### config.mk
export PLATFORM = sky130hd
export DESIGN_NAME = irq_nest_ctrl
export DESIGN_NICKNAME = d
export VERILOG_FILES = /design/src/rtl/irq_pkg.sv /design/src/rtl/irq_pend_bank.sv /design/src/rtl/irq_pick.sv /design/src/rtl/irq_isr_stack.sv /design/src/rtl/irq_nest_ctrl.sv
export SDC_FILE = /design/constraint.sdc
export NUM_CORES = 1
export LEC_CHECK = 0
export BUFFER_PORTS_ARGS = -buffer_cell sky130_fd_sc_hd__buf_2
export CORE_AREA = 2 2 108 110
export CTS_CLUSTER_DIAMETER = 80
export DETAILED_ROUTE_END_ITERATION = 10
export DIE_AREA = 0 0 110 112
export PLACE_DENSITY = 0.58
export SLEW_MARGIN = 20
export SYNTH_ARGS = -nofsm -noshare
export SYNTH_HDL_FRONTEND = slang
export SYNTH_SLANG_ARGS = --single-unit
### constraint.sdc
create_clock -name clk -period 4 [get_ports clk]
set_input_delay 0 -clock clk [delete_from_list [all_inputs] [get_ports clk]]
set_output_delay 0 -clock clk [all_outputs]
set_load 0.05 [all_outputs]
### src/rtl/irq_pkg.sv
package irq_pkg;
  localparam int MAXSRC = 32;

  // Index of the lowest set bit, or MAXSRC when none is set.
  function automatic int first_set(logic [MAXSRC-1:0] v);
    int r;
    r = MAXSRC;
    for (int k = MAXSRC - 1; k >= 0; k--) begin
      if (v[k]) r = k;
    end
    return r;
  endfunction

  // One-hot vector of the lowest set bit.
  function automatic logic [MAXSRC-1:0] lowest_bit(logic [MAXSRC-1:0] v);
    return v & (~v + 1'b1);
  endfunction
endpackage

### src/rtl/irq_pend_bank.sv
module irq_pend_bank #(
  parameter int NSRC = 8
) (
  input  logic                      clk,
  input  logic                      rst_n,
  input  logic [NSRC-1:0]           req_in,
  input  logic [NSRC-1:0]           clr_vec,
  output logic [NSRC-1:0]           pending_o,
  output logic [NSRC-1:0][NSRC-1:0] older_o
);
  logic [NSRC-1:0] pending_q;
  logic [NSRC-1:0] arrive_w;
  logic [NSRC-1:0] stay_w;

  assign stay_w   = pending_q & ~clr_vec;
  assign arrive_w = req_in & ~stay_w;

  always_ff @(posedge clk) begin
    if (!rst_n) pending_q <= '0;
    else        pending_q <= stay_w | req_in;
  end

  // older_o[i][j] = source i was raised before source j
  for (genvar i = 0; i < NSRC; i++) begin : g_row
    for (genvar j = 0; j < NSRC; j++) begin : g_col
      if (i == j) begin : g_diag
        assign older_o[i][j] = 1'b0;
      end else begin : g_cell
        logic age_q;
        always_ff @(posedge clk) begin
          if (!rst_n)           age_q <= 1'b0;
          else if (arrive_w[j]) age_q <= stay_w[i] | (arrive_w[i] && (i < j));
          else if (arrive_w[i]) age_q <= 1'b0;
        end
        assign older_o[i][j] = age_q;
      end
    end
  end

  assign pending_o = pending_q;
endmodule

### src/rtl/irq_pick.sv
module irq_pick
  import irq_pkg::*;
#(
  parameter int NSRC = 8,
  parameter int IDW  = 3
) (
  input  logic                      mode_nested,
  input  logic [NSRC-1:0]           pending,
  input  logic [NSRC-1:0][NSRC-1:0] older,
  input  logic [NSRC-1:0]           insvc,
  output logic                      irq,
  output logic [IDW-1:0]            id
);
  logic [NSRC-1:0] oldest_w;
  int seq_idx, pri_idx, svc_idx;

  for (genvar i = 0; i < NSRC; i++) begin : g_age
    logic [NSRC-1:0] col_w;
    for (genvar j = 0; j < NSRC; j++) begin : g_c
      assign col_w[j] = older[j][i];
    end
    assign oldest_w[i] = pending[i] & ~|(pending & col_w);
  end

  always_comb begin
    seq_idx = first_set(MAXSRC'(oldest_w));
    pri_idx = first_set(MAXSRC'(pending));
    svc_idx = first_set(MAXSRC'(insvc));
    if (mode_nested) begin
      irq = (|pending) && (pri_idx < svc_idx);
      id  = IDW'(pri_idx);
    end else begin
      irq = (|pending) && (insvc == '0);
      id  = IDW'(seq_idx);
    end
  end
endmodule

### src/rtl/irq_isr_stack.sv
module irq_isr_stack
  import irq_pkg::*;
#(
  parameter int NSRC = 8
) (
  input  logic            clk,
  input  logic            rst_n,
  input  logic [NSRC-1:0] set_vec,
  input  logic            eos_in,
  output logic [NSRC-1:0] insvc_o,
  output logic [NSRC-1:0] retire_o
);
  logic [NSRC-1:0] insvc_q;

  assign retire_o = eos_in ? NSRC'(lowest_bit(MAXSRC'(insvc_q))) : '0;

  always_ff @(posedge clk) begin
    if (!rst_n) insvc_q <= '0;
    else        insvc_q <= (insvc_q & ~retire_o) | set_vec;
  end

  assign insvc_o = insvc_q;
endmodule

### src/rtl/irq_nest_ctrl.sv
module irq_nest_ctrl #(
  parameter int NSRC = 8,
  parameter int IDW  = (NSRC > 1) ? $clog2(NSRC) : 1
) (
  input  logic            clk,
  input  logic            rst_n,
  input  logic            mode_nested,
  input  logic [NSRC-1:0] req_in,
  input  logic            ack_in,
  input  logic            eos_in,
  output logic            irq_out,
  output logic [IDW-1:0]  irq_id
);
  logic [NSRC-1:0]           pending_w;
  logic [NSRC-1:0][NSRC-1:0] older_w;
  logic [NSRC-1:0]           insvc_w;
  logic [NSRC-1:0]           retire_w;
  logic                      grant_w;
  logic [NSRC-1:0]           grant_vec;

  assign grant_w   = irq_out & ack_in;
  assign grant_vec = grant_w ? (NSRC'(1) << irq_id) : '0;

  irq_pend_bank #(.NSRC(NSRC)) u_pend (
    .clk(clk), .rst_n(rst_n), .req_in(req_in), .clr_vec(grant_vec),
    .pending_o(pending_w), .older_o(older_w)
  );

  irq_pick #(.NSRC(NSRC), .IDW(IDW)) u_pick (
    .mode_nested(mode_nested), .pending(pending_w), .older(older_w),
    .insvc(insvc_w), .irq(irq_out), .id(irq_id)
  );

  irq_isr_stack #(.NSRC(NSRC)) u_isr (
    .clk(clk), .rst_n(rst_n), .set_vec(grant_vec), .eos_in(eos_in),
    .insvc_o(insvc_w), .retire_o(retire_w)
  );
endmodule

==> flow_summary_export.csv, run 1 <==
group,metric,value,unit
outcome,status,"finished, final reports clean",
pwr,p_int,1.37,mW
global_routing,grt_overflow,0,
synth,syn_nets,428,
timing,post-route-period-util,0.938,
pwr,power.switching,0.672,mW
critical_path,crit_path_top_delay_cell,"or4_1",
timing,tns,0,ns
drt,wl_per_cell,20.3,microns
floorplan,die_height,112,microns
synth,ys.flop_type,"dfxtp_1",
timing,rsz0062_at_grt,"no",
global_routing,grt_pass1_wl,18800,microns
critical_path,worst-path-buf-inv,2,
placed_design,pre_cts_ws,0.147,ns
synth,synth_simple_gate_area_frac,0.172,
synth,synth_edf_count,0,
synth,ys_async_sr_fraction,0,
finish,areaGrowthSynthToFinish,15.7,%
timing,tightest_slew,0.776,ns
pwr,clockPowerShare,0.359,
synth,synth_compound_area_frac,0.344,
pwr,p_per_area,461,nW/um^2
synth,synthMuxAreaShare,0.0105,
pwr,p_leak,1.69,nW
cts,clk_latency,0.34,ns
synth,synth-xor-area-share,0.0229,
synth,synth_seq_cells,72,
timing,relSlewSlack,0.478,
pwr,finalPower,2.04,mW
cts,clockBufferDepth,2,
placed_design,dp.cells,568,
pwr,comb_power_share,0.247,
synth,synth_fa_ha_area_frac,0.00981,
drt,viasPerCell,5.86,
hold_path,hold_class,"in -> reg",
drt,wl,12000,microns
flow_run,max_cap_violations,0,
finish,layout.nets,457,
synth,yosysWarnings,0,
floorplan,initial_core_util,0.342,
cts,clkSinkCount,72,
synth,netlist_instances,412,
floorplan,ioPinCount,17,
drt,drtPass1Iterations,4,
cts,cts_tree,"done",
critical_path,cp_cell_sequence,"or4_1, nor2_2, ha_1, and2_1, or4_1, a31oi_1, a31oi_2, or2_4, o41ai_4, buf_4, and2_1, buf_4, xnor2_1, o221a_2",
timing,setup_viol,0,
critical_path,crit_family,"simple AND/OR/NAND/NOR gates",
placed_design,dp_hpwl,8100,microns
critical_path,startpoint_type,"flip-flop",
floorplan,rows,39,
global_routing,grt_max_degree,39,
critical_path,cp_data_required_time,4.23,ns
critical_path,path_class,"reg -> reg",
cts,htreeDepth,3,
critical_path,worstPathArrival,3.98,ns
drt,drc,0,
drt,wl_met2,5410,microns
drt,initialDrtViolationCount,357,
global_routing,grt_use_total,0.203,
global_routing,grt_pass1_vias,3243,
finish,drive_above_1_share,0.251,
critical_path,cp-end-kind,"flip-flop",
finish,diodes,0,
finish,nFillCells,1117,
global_routing,antenna_found_initial,0,
cts,root_buffer,"clkbuf_16",
synth,synth.distinct_cells,70,
cts,cts_made_buffers,9,
finish,final_cell_count_no_fill,589,
synth,synthesis.area,3830,sq um
finish,fin_util,0.396,
cts,clkTransAtPathRegs,0.06,ns
pwr,ir_drop,0.240,mV
synth,avgSynthCellArea,9.29,sq um
floorplan,coreArea,11200,sq um
drt,wl_met1,5570,microns
timing,fmax,267,MHz
synth,synth_top_family_by_area,"compound AO/OA/AOI/OAI gates",
floorplan,fp.dieW,110,microns
timing,period_needed,3.75,ns
drt,num_vias,3452,
placed_design,port_buffers,16,
drt,antenna_left,0,
synth,seq_area_frac_synth,0.377,
timing,finalHoldViolations,0,
drt,dr_wl_met3,738,microns
critical_path,max_stage_delay,0.58,ns
timing,maxSlewViolCount,0,
pwr,pwr-share-seq,0.394,
drt,top_layer,"met4",
timing,finClkSkew,0.00534,ns
floorplan,die-area,12300,sq um
critical_path,cp_max_fo,6,
pwr,switching_share,0.329,
timing,layout_setup_ws,0.249,ns
placed_design,globalplace.congestion,0.864,
[layer usage]
metal | GRT usage | up-vias
met5 | 0 | -
met4 | 0.0582 | 0
met3 | 0.0445 | 19
met2 | 0.307 | 132
met1 | 0.287 | 1687
li1 | - | 1614
[tightest hold or removal path, stage by stage]
cell,delay [ns]
buf_2,0.17
nor2_1,0.08
nor2_1,0.09
[path summary, 6_finish.rpt]
check	from	endpoint	slack, ns	cells after the start
max	u_pend.pending_o[0]$_SDFF_PN0_	u_pend.g_row[2].g_col[3].g_cell.age_q$_SDFFE_PN0P_	0.25	14
min	req_in[7]	u_pend.pending_o[7]$_SDFF_PN0_	0.05	3
max reg2reg	u_pend.pending_o[0]$_SDFF_PN0_	u_pend.g_row[2].g_col[3].g_cell.age_q$_SDFFE_PN0P_	0.25	14
min reg2reg	u_pend.g_row[6].g_col[3].g_cell.age_q$_SDFFE_PN0P_	u_pend.g_row[6].g_col[3].g_cell.age_q$_SDFFE_PN0P_	0.48	2
[final cells by class]
class,instances,area [sq um],share of cell area
Multi-Input combinational cell,300,2170,0.491
Sequential cell,72,1440,0.326
Timing Repair Buffer,45,315,0.0712
Clock buffer,11,233,0.0526
Tap cell,143,179,0.0404
Inverter,13,51.3,0.0116
Clock inverter,5,33.8,0.00763
[synth_stat cells (all sizes together), types with 6 or more instances]
master | n | area share
dfxtp | 72 | 0.38
nor2 | 46 | 0.047
a21oi | 37 | 0.051
nand2 | 24 | 0.024
o21ai | 22 | 0.030
o221a | 21 | 0.062
buf | 19 | 0.042
a211oi | 17 | 0.041
a22oi | 12 | 0.025
inv | 12 | 0.012
clkbuf | 9 | 0.0088
nand3 | 9 | 0.012
nor2b | 9 | 0.017
xnor2 | 9 | 0.021
nor3 | 8 | 0.010
a22o | 7 | 0.016
nand2b | 6 | 0.0098
[cells in the final DEF, fill, tap and decap left out, drive strengths merged, types with 3 or more instances in the layout]
cell type   n
a2111oi     4
a211oi     17
a21oi      37
a221oi      5
a22o        7
a22oi      12
and2        5
and4        4
buf        43
clkbuf     11
clkinv      4
dfxtp      72
ha          3
inv        12
mux2i       4
nand2      24
nand2b      6
nand3       9
nand3b      3
nor2       46
nor2b      10
nor3        8
nor4        3
o211a       5
o21ai      22
o221a      21
o31ai       4
or3         3
or4         3
xnor2       9
[power by group through the flow]
stage	Clock (mW)	Combinational (mW)	Sequential, mW
2_1_floorplan	0	0.356	0.810
3_3_place_gp	0	0.479	0.816
3_5_place_dp	0	0.484	0.818
4_1_cts	0.744	0.488	0.802
5_1_grt	0.773	0.544	0.809
6_report	0.733	0.504	0.803
[what timing repair did]
item	in CTS	in global routing
buffers inserted	0	2
gates resized for setup	0	5
hold buffers	2	0
hold endpoints to repair	4	0
setup endpoints to repair	0	19
[per-stage QoR]
| stage | instance area [sq um] | hold WS (ns) |
|---|---|---|
| floorplan | 3830 | 0.107 |
| global placement | 4090 | 0.308 |
| detailed placement | 4090 | 0.316 |
| CTS | 4380 | 0.0266 |
| global route | 4430 | 0.0799 |
| finish | 4430 | 0.0540 |
[logic make-up after synthesis]
kind of cell,Yosys count
simple gates,129
buf+inv,41
fa+ha+maj,3
compound gates,153
mux,4
flops,72
xor+xnor,10
[registers in the layout (all words and copies together), names as in the netlist]
register,flops
u_isr.insvc_o,8
u_pend.g_row.g_col.g_cell.age_q,56
u_pend.pending_o,8
No activity file was read; power rests on OpenSTA's default activity.
==> run 2: changes to the inputs <==
--- a/config.mk
+++ b/config.mk
@@ -5,12 +5,12 @@
 export SDC_FILE = /design/constraint.sdc
 export NUM_CORES = 1
 export LEC_CHECK = 0
-export BUFFER_PORTS_ARGS = -buffer_cell sky130_fd_sc_hd__buf_2
 export CORE_AREA = 2 2 108 110
 export CTS_CLUSTER_DIAMETER = 80
 export DETAILED_ROUTE_END_ITERATION = 10
 export DIE_AREA = 0 0 110 112
-export PLACE_DENSITY = 0.58
+export DONT_BUFFER_PORTS = 1
+export PLACE_DENSITY = 0.56
 export SLEW_MARGIN = 20
 export SYNTH_ARGS = -nofsm -noshare
 export SYNTH_HDL_FRONTEND = slang
==> constraint.sdc (replaced) <==
create_clock -name clk -period 4 [get_ports clk]
set_input_delay 0.6 -clock clk [delete_from_list [all_inputs] [get_ports clk]]
set_output_delay 0.6 -clock clk [all_outputs]
set_load 0.05 [all_outputs]
==> run 2 against run 1 <==
Combinational power down 7.1%. Core utilization fell by 1.0 points. Power rose by 3.0%.
==> flow_summary_export.csv, run 2 (synthesis results as in run 1) <==
group,metric,value,unit
outcome,status,"finished, final reports clean",
floorplan,ioPinCount,17,
drt,drc,0,
flow_run,max_cap_violations,0,
pwr,ir_drop,0.329,mV
cts,clkTransAtPathRegs,0.06,ns
hold_path,hold_class,"in -> reg",
finish,final_common_cell,"dfxtp_1",
critical_path,startpoint_type,"flip-flop",
pwr,clockPowerShare,0.395,
drt,viasPerCell,5.84,
global_routing,grt_pass1_vias,3246,
critical_path,path_class,"reg -> reg",
pwr,p_int,1.45,mW
pwr,pwr-share-seq,0.382,
drt,num_vias,3310,
finish,drive_above_1_share,0.222,
global_routing,grt_pass1_wl,18900,microns
critical_path,worst-r2r-setup-slack,0.19,ns
timing,period_needed,3.81,ns
critical_path,cp_cell_sequence,"or4_1, nor2_2, ha_1, and2_1, or4_1, a31oi_1, a31oi_2, or2_4, o41ai_2, and2_2, o21ai_0, o211a_1",
critical_path,cp-end-kind,"flip-flop",
critical_path,cp_data_required_time,4.23,ns
finish,largest_register_ffs,56,
cts,cts_tree,"done",
finish,stdcell_area,4310,sq um
critical_path,worstRegToRegCells,12,
finish,layout.nets,436,
timing,setup_viol,0,
drt,antenna_left,0,
cts,htreeDepth,3,
finish,diodes,0,
pwr,switching_share,0.308,
timing,maxSlewViolCount,0,
floorplan,fp.dieW,110,microns
finish,fin_util,0.386,
cts,ctsResizeCount,0,
finish,final_cell_mix,"72 x dfxtp_1, 42 x nor2_1, 34 x a21oi_1",
floorplan,die-area,12300,sq um
timing,rsz0062_at_grt,"no",
floorplan,rows,39,
drt,wl,12000,microns
timing,finalHoldViolations,0,
cts,clk_latency,0.34,ns
cts,clkSinkCount,72,
finish,areaGrowthSynthToFinish,12.8,%
timing,tns,0,ns
pwr,comb_power_share,0.223,
cts,ctsHoldBuffers,0,
cts,clockBufferDepth,2,
global_routing,antenna_found_initial,0,
critical_path,max_stage_delay,0.58,ns
global_routing,grt_use_total,0.208,
hold_path,hold_path_end,"u_pend.g_row[1].g_col[0].g_cell.age_q$_SDFFE_PN0P_",
placed_design,dp_hpwl,8120,microns
floorplan,die_height,112,microns
timing,post-route-period-util,0.952,
floorplan,coreArea,11200,sq um
timing,tightest_slew,0.710,ns
floorplan,initial_core_util,0.342,
pwr,power.switching,0.648,mW
critical_path,crit_path_frequent_cell,"or4_1",
cts,root_buffer,"clkbuf_16",
pwr,finalPower,2.10,mW
placed_design,placed_area,4000,sq um
drt,drtPass1Iterations,5,
hold_path,hp-start,"req_in[0]",
placed_design,port_buffers,0,
critical_path,worst-path-buf-inv,0,
critical_path,crit_path_top_delay_cell,"or4_1",
pwr,p_per_area,487,nW/um^2
drt,initialDrtViolationCount,285,
global_routing,grt_max_degree,39,
timing,relSlewSlack,0.526,
timing,finClkSkew,0.0101,ns
pwr,p_leak,1.63,nW
critical_path,crit_family,"simple AND/OR/NAND/NOR gates",
critical_path,worstPathArrival,4.04,ns
timing,fmax,263,MHz
critical_path,r2r-end,"u_pend.g_row[3].g_col[1].g_cell.age_q$_SDFFE_PN0P_",
finish,top_register,"u_pend.g_row.g_col.g_cell.age_q",
global_routing,grt_overflow,0,
cts,cts_made_buffers,9,
critical_path,cp_max_fo,14,
drt,wl_per_cell,21.2,microns
hold_path,hold_depth,1,
cts,cts_setup_buffers,0,
placed_design,globalplace.congestion,0.890,
critical_path,crit-reg2reg-launch,"u_pend.pending_o[4]$_SDFF_PN0_",
-- run 2: power by group through the flow --
stage / combinational [mW] / clock, mW / sequential, mW
detailed placement: 0.463 / 0 / 0.816
global route: 0.508 / 0.873 / 0.807
CTS: 0.464 / 0.843 / 0.801
global placement: 0.455 / 0 / 0.815
finish: 0.468 / 0.830 / 0.802
floorplan: 0.356 / 0 / 0.810
-- run 2: worst max path at each step --
stage	startpoint	end	slack (ns)	cells past startpoint
2_1_floorplan	u_pend.pending_o[2]$_SDFF_PN0_	u_pend.g_row[5].g_col[7].g_cell.age_q$_SDFFE_PN0P_	0.31	15
3_3_place_gp	u_pend.pending_o[0]$_SDFF_PN0_	u_pend.g_row[5].g_col[6].g_cell.age_q$_SDFFE_PN0P_	0.19	12
3_5_place_dp	u_pend.pending_o[0]$_SDFF_PN0_	u_pend.g_row[5].g_col[6].g_cell.age_q$_SDFFE_PN0P_	0.14	12
4_1_cts	u_pend.pending_o[4]$_SDFF_PN0_	u_pend.g_row[5].g_col[6].g_cell.age_q$_SDFFE_PN0P_	0.14	12
5_1_grt	u_isr.insvc_o[0]$_SDFF_PN0_	u_pend.g_row[1].g_col[7].g_cell.age_q$_SDFFE_PN0P_	0.03	13
6_report	u_pend.pending_o[4]$_SDFF_PN0_	u_pend.g_row[3].g_col[1].g_cell.age_q$_SDFFE_PN0P_	0.19	12
-- run 2: through the flow --
step | worst slack (ns) | std cells | hold WS [ns]
6_report | 0.194 | 567 | 0.360
5_1_grt | 0.0307 | 567 | 0.360
4_1_cts | 0.139 | 567 | 0.353
3_5_place_dp | 0.137 | 552 | 0.470
3_3_place_gp | 0.188 | 552 | 0.458
2_1_floorplan | 0.307 | 412 | 0.448
-- run 2: final cells by class --
cell class / instances / area [sq um]
inverters: 13 / 51.3
clock inverters: 4 / 52.6
well taps: 143 / 179
clock buffers: 11 / 253
flip-flops and latches: 72 / 1440
repair buffers: 25 / 188
fillers: 1122 / 6860
multi-input cells: 299 / 2150
-- run 2: worst register-to-register path, stage by stage, from the launching register on --
cell and delay (ns):
dfxtp_1 0.31, or4_1 0.58, nor2_2 0.16, ha_1 0.25, and2_1 0.15, or4_1 0.49, a31oi_1 0.19, a31oi_2 0.11
or2_4 0.33, o41ai_2 0.34, and2_2 0.40, o21ai_0 0.19, o211a_1 0.19
-- run 2: per-layer routing --
metal	GRT usage	vias to the layer above	part of all wire
met2	0.301	86	0.46
met3	0.0509	17	0.052
met5	0	-	0
met1	0.292	1626	0.47
met4	0.0844	0	0.023
li1	-	1581	-
==> run 3: changes to the inputs <==
--- a/config.mk
+++ b/config.mk
@@ -6,11 +6,11 @@
 export NUM_CORES = 1
 export LEC_CHECK = 0
 export CORE_AREA = 2 2 108 110
-export CTS_CLUSTER_DIAMETER = 80
 export DETAILED_ROUTE_END_ITERATION = 10
 export DIE_AREA = 0 0 110 112
 export DONT_BUFFER_PORTS = 1
-export PLACE_DENSITY = 0.56
+export PLACE_DENSITY = 0.58
+export RECOVER_POWER = 25
 export SLEW_MARGIN = 20
 export SYNTH_ARGS = -nofsm -noshare
 export SYNTH_HDL_FRONTEND = slang
==> run 3 against run 2 <==
Core utilization up 0.056 points. Highest routed layer unchanged. Critical endpoint is now u_pend.g_row[2].g_col[5].g_cell.age_q$_SDFFE_PN0P_. Routed wire length decreased by 3.2%. Non-clock buffer count grew 1. Clock power down 0.7%.
==> flow_summary_export.csv, run 3 (synthesis results as in run 1) <==
group,metric,value,unit
timing,layout_setup_ws,0.176,ns
critical_path,path_class,"reg -> reg",
timing,period_needed,3.82,ns
drt,initialDrtViolationCount,211,
pwr,ir_drop,0.282,mV
critical_path,worstPathArrival,4.06,ns
floorplan,die-area,12300,sq um
critical_path,cp_data_required_time,4.23,ns
timing,relSlewSlack,0.535,
finish,largest_register_ffs,56,
timing,finalHoldViolations,0,
outcome,status,"finished, final reports clean",
finish,top_register,"u_pend.g_row.g_col.g_cell.age_q",
finish,areaGrowthSynthToFinish,12.9,%
pwr,p_per_area,484,nW/um^2
floorplan,rows,39,
finish,layout.nets,437,
drt,wl,11600,microns
timing,setup_viol,0,
cts,root_buffer,"clkbuf_16",
critical_path,startpoint_type,"flip-flop",
flow_run,max_cap_violations,0,
timing,post-route-period-util,0.956,
floorplan,ioPinCount,17,
placed_design,globalplace.congestion,0.898,
hold_path,hold_class,"in -> reg",
drt,antenna_left,0,
critical_path,cp_max_fo,11,
timing,fmax,262,MHz
pwr,p_leak,1.62,nW
timing,maxSlewViolCount,0,
placed_design,pre_cts_ws,0.172,ns
cts,clk_latency,0.34,ns
global_routing,grt_pass1_vias,3265,
drt,viasPerCell,5.83,
finish,diodes,0,
drt,num_vias,3317,
floorplan,initial_core_util,0.342,
global_routing,grt_use_total,0.201,
global_routing,antenna_found_initial,0,
cts,clockBufferDepth,2,
timing,tns,0,ns
critical_path,worst-r2r-setup-slack,0.18,ns
global_routing,grt_overflow,0,
critical_path,cp-end-kind,"flip-flop",
cts,clkTransAtPathRegs,0.06,ns
global_routing,grt_pass1_wl,18400,microns
hold_path,hold_depth,1,
global_routing,grt_max_degree,39,
hold_path,hp-start,"req_in[0]",
cts,cts_tree,"done",
finish,drive_above_1_share,0.223,
drt,wl_per_cell,20.4,microns
floorplan,fp.dieW,110,microns
finish,final_common_cell,"dfxtp_1",
timing,tightest_slew,0.692,ns
cts,htreeDepth,3,
placed_design,dp_hpwl,7990,microns
critical_path,startpoint,"u_pend.pending_o[0]$_SDFF_PN0_",
timing,hold-worst-slack,0.360,ns
floorplan,coreArea,11200,sq um
cts,cts_setup_buffers,0,
placed_design,port_buffers,0,
finish,final_cell_mix,"72 x dfxtp_1, 42 x nor2_1, 34 x a21oi_1",
critical_path,crit-reg2reg-launch,"u_pend.pending_o[0]$_SDFF_PN0_",
floorplan,die_height,112,microns
drt,drtPass1Iterations,5,
cts,cts_made_buffers,9,
timing,finClkSkew,0.00770,ns
timing,rsz0062_at_grt,"no",
drt,drc,0,
critical_path,worstRegToRegCells,13,
cts,clkSinkCount,72,
==> run 3: changes by cell type in the layout (fill, tap and decap cells not counted), sizes merged <==
cell	change
clkinvlp	+2
buf	+1
clkbuf	-1
==> run 3: path summary, 6_finish.rpt <==
| kind | to |
|---|---|
| worst max-delay path | u_pend.g_row[2].g_col[5].g_cell.age_q$_SDFFE_PN0P_ |
| worst min-delay path | u_pend.g_row[3].g_col[0].g_cell.age_q$_SDFFE_PN0P_ |
| worst min register to register | u_pend.g_row[1].g_col[6].g_cell.age_q$_SDFFE_PN0P_ |
| worst max register to register | u_pend.g_row[2].g_col[5].g_cell.age_q$_SDFFE_PN0P_ |
==> run 3: cell type report <==
cell class	instances	area [sq um]
Clock buffer	10	239
Clock inverter	6	67.6
Fill cell	1129	6850
Inverter	13	51.3
Multi-Input combinational cell	299	2140
Sequential cell	72	1440
Tap cell	143	179
Timing Repair Buffer	26	199
==> run 3: what timing repair did <==
action                     4_1_cts  5_1_grt
resized for setup                0        2
setup endpoints to repair        0        9
hold buffers                     0        0
==> run 3: metrics by stage <==
| step | utilization | std cells | power, mW | cell area, sq um |
|---|---|---|---|---|
| 6_report | 0.387 | 569 | 2.09 | 4320 |
| 3_5_place_dp | 0.359 | 553 | 1.27 | 4010 |
| 2_1_floorplan | - | 412 | 1.17 | 3830 |
| 5_1_grt | 0.387 | 569 | 2.18 | 4320 |
| 3_3_place_gp | 0.359 | 553 | 1.27 | 4010 |
| 4_1_cts | 0.386 | 569 | 2.10 | 4310 |
==> run 3: per-layer routing <==
metal	track usage	wire (microns)	vias to the layer above
li1	-	-	1579
met1	0.268	5260	1592
met2	0.299	5130	122
met3	0.0656	911	24
met4	0.0793	322	0
met5	0	0	-
==> run 3: critical path: stages (launching register included) <==
cell     delay, ns
dfxtp_1       0.31
or4_1         0.57
nor2_2        0.18
ha_1          0.25
and2_1        0.15
or4_1         0.50
a31oi_1       0.21
a31oi_2       0.11
or2_4         0.33
o41a_4        0.45
nor2b_4       0.14
buf_4         0.22
xnor2_1       0.08
o221a_1       0.21
==> run 3: power by group <==
group          leakage [nW]  switching (mW)  internal (mW)
logic                 0.886           0.294          0.169
clock network         0.145           0.323          0.501
registers             0.592          0.0336          0.770
total                  1.62           0.651           1.44
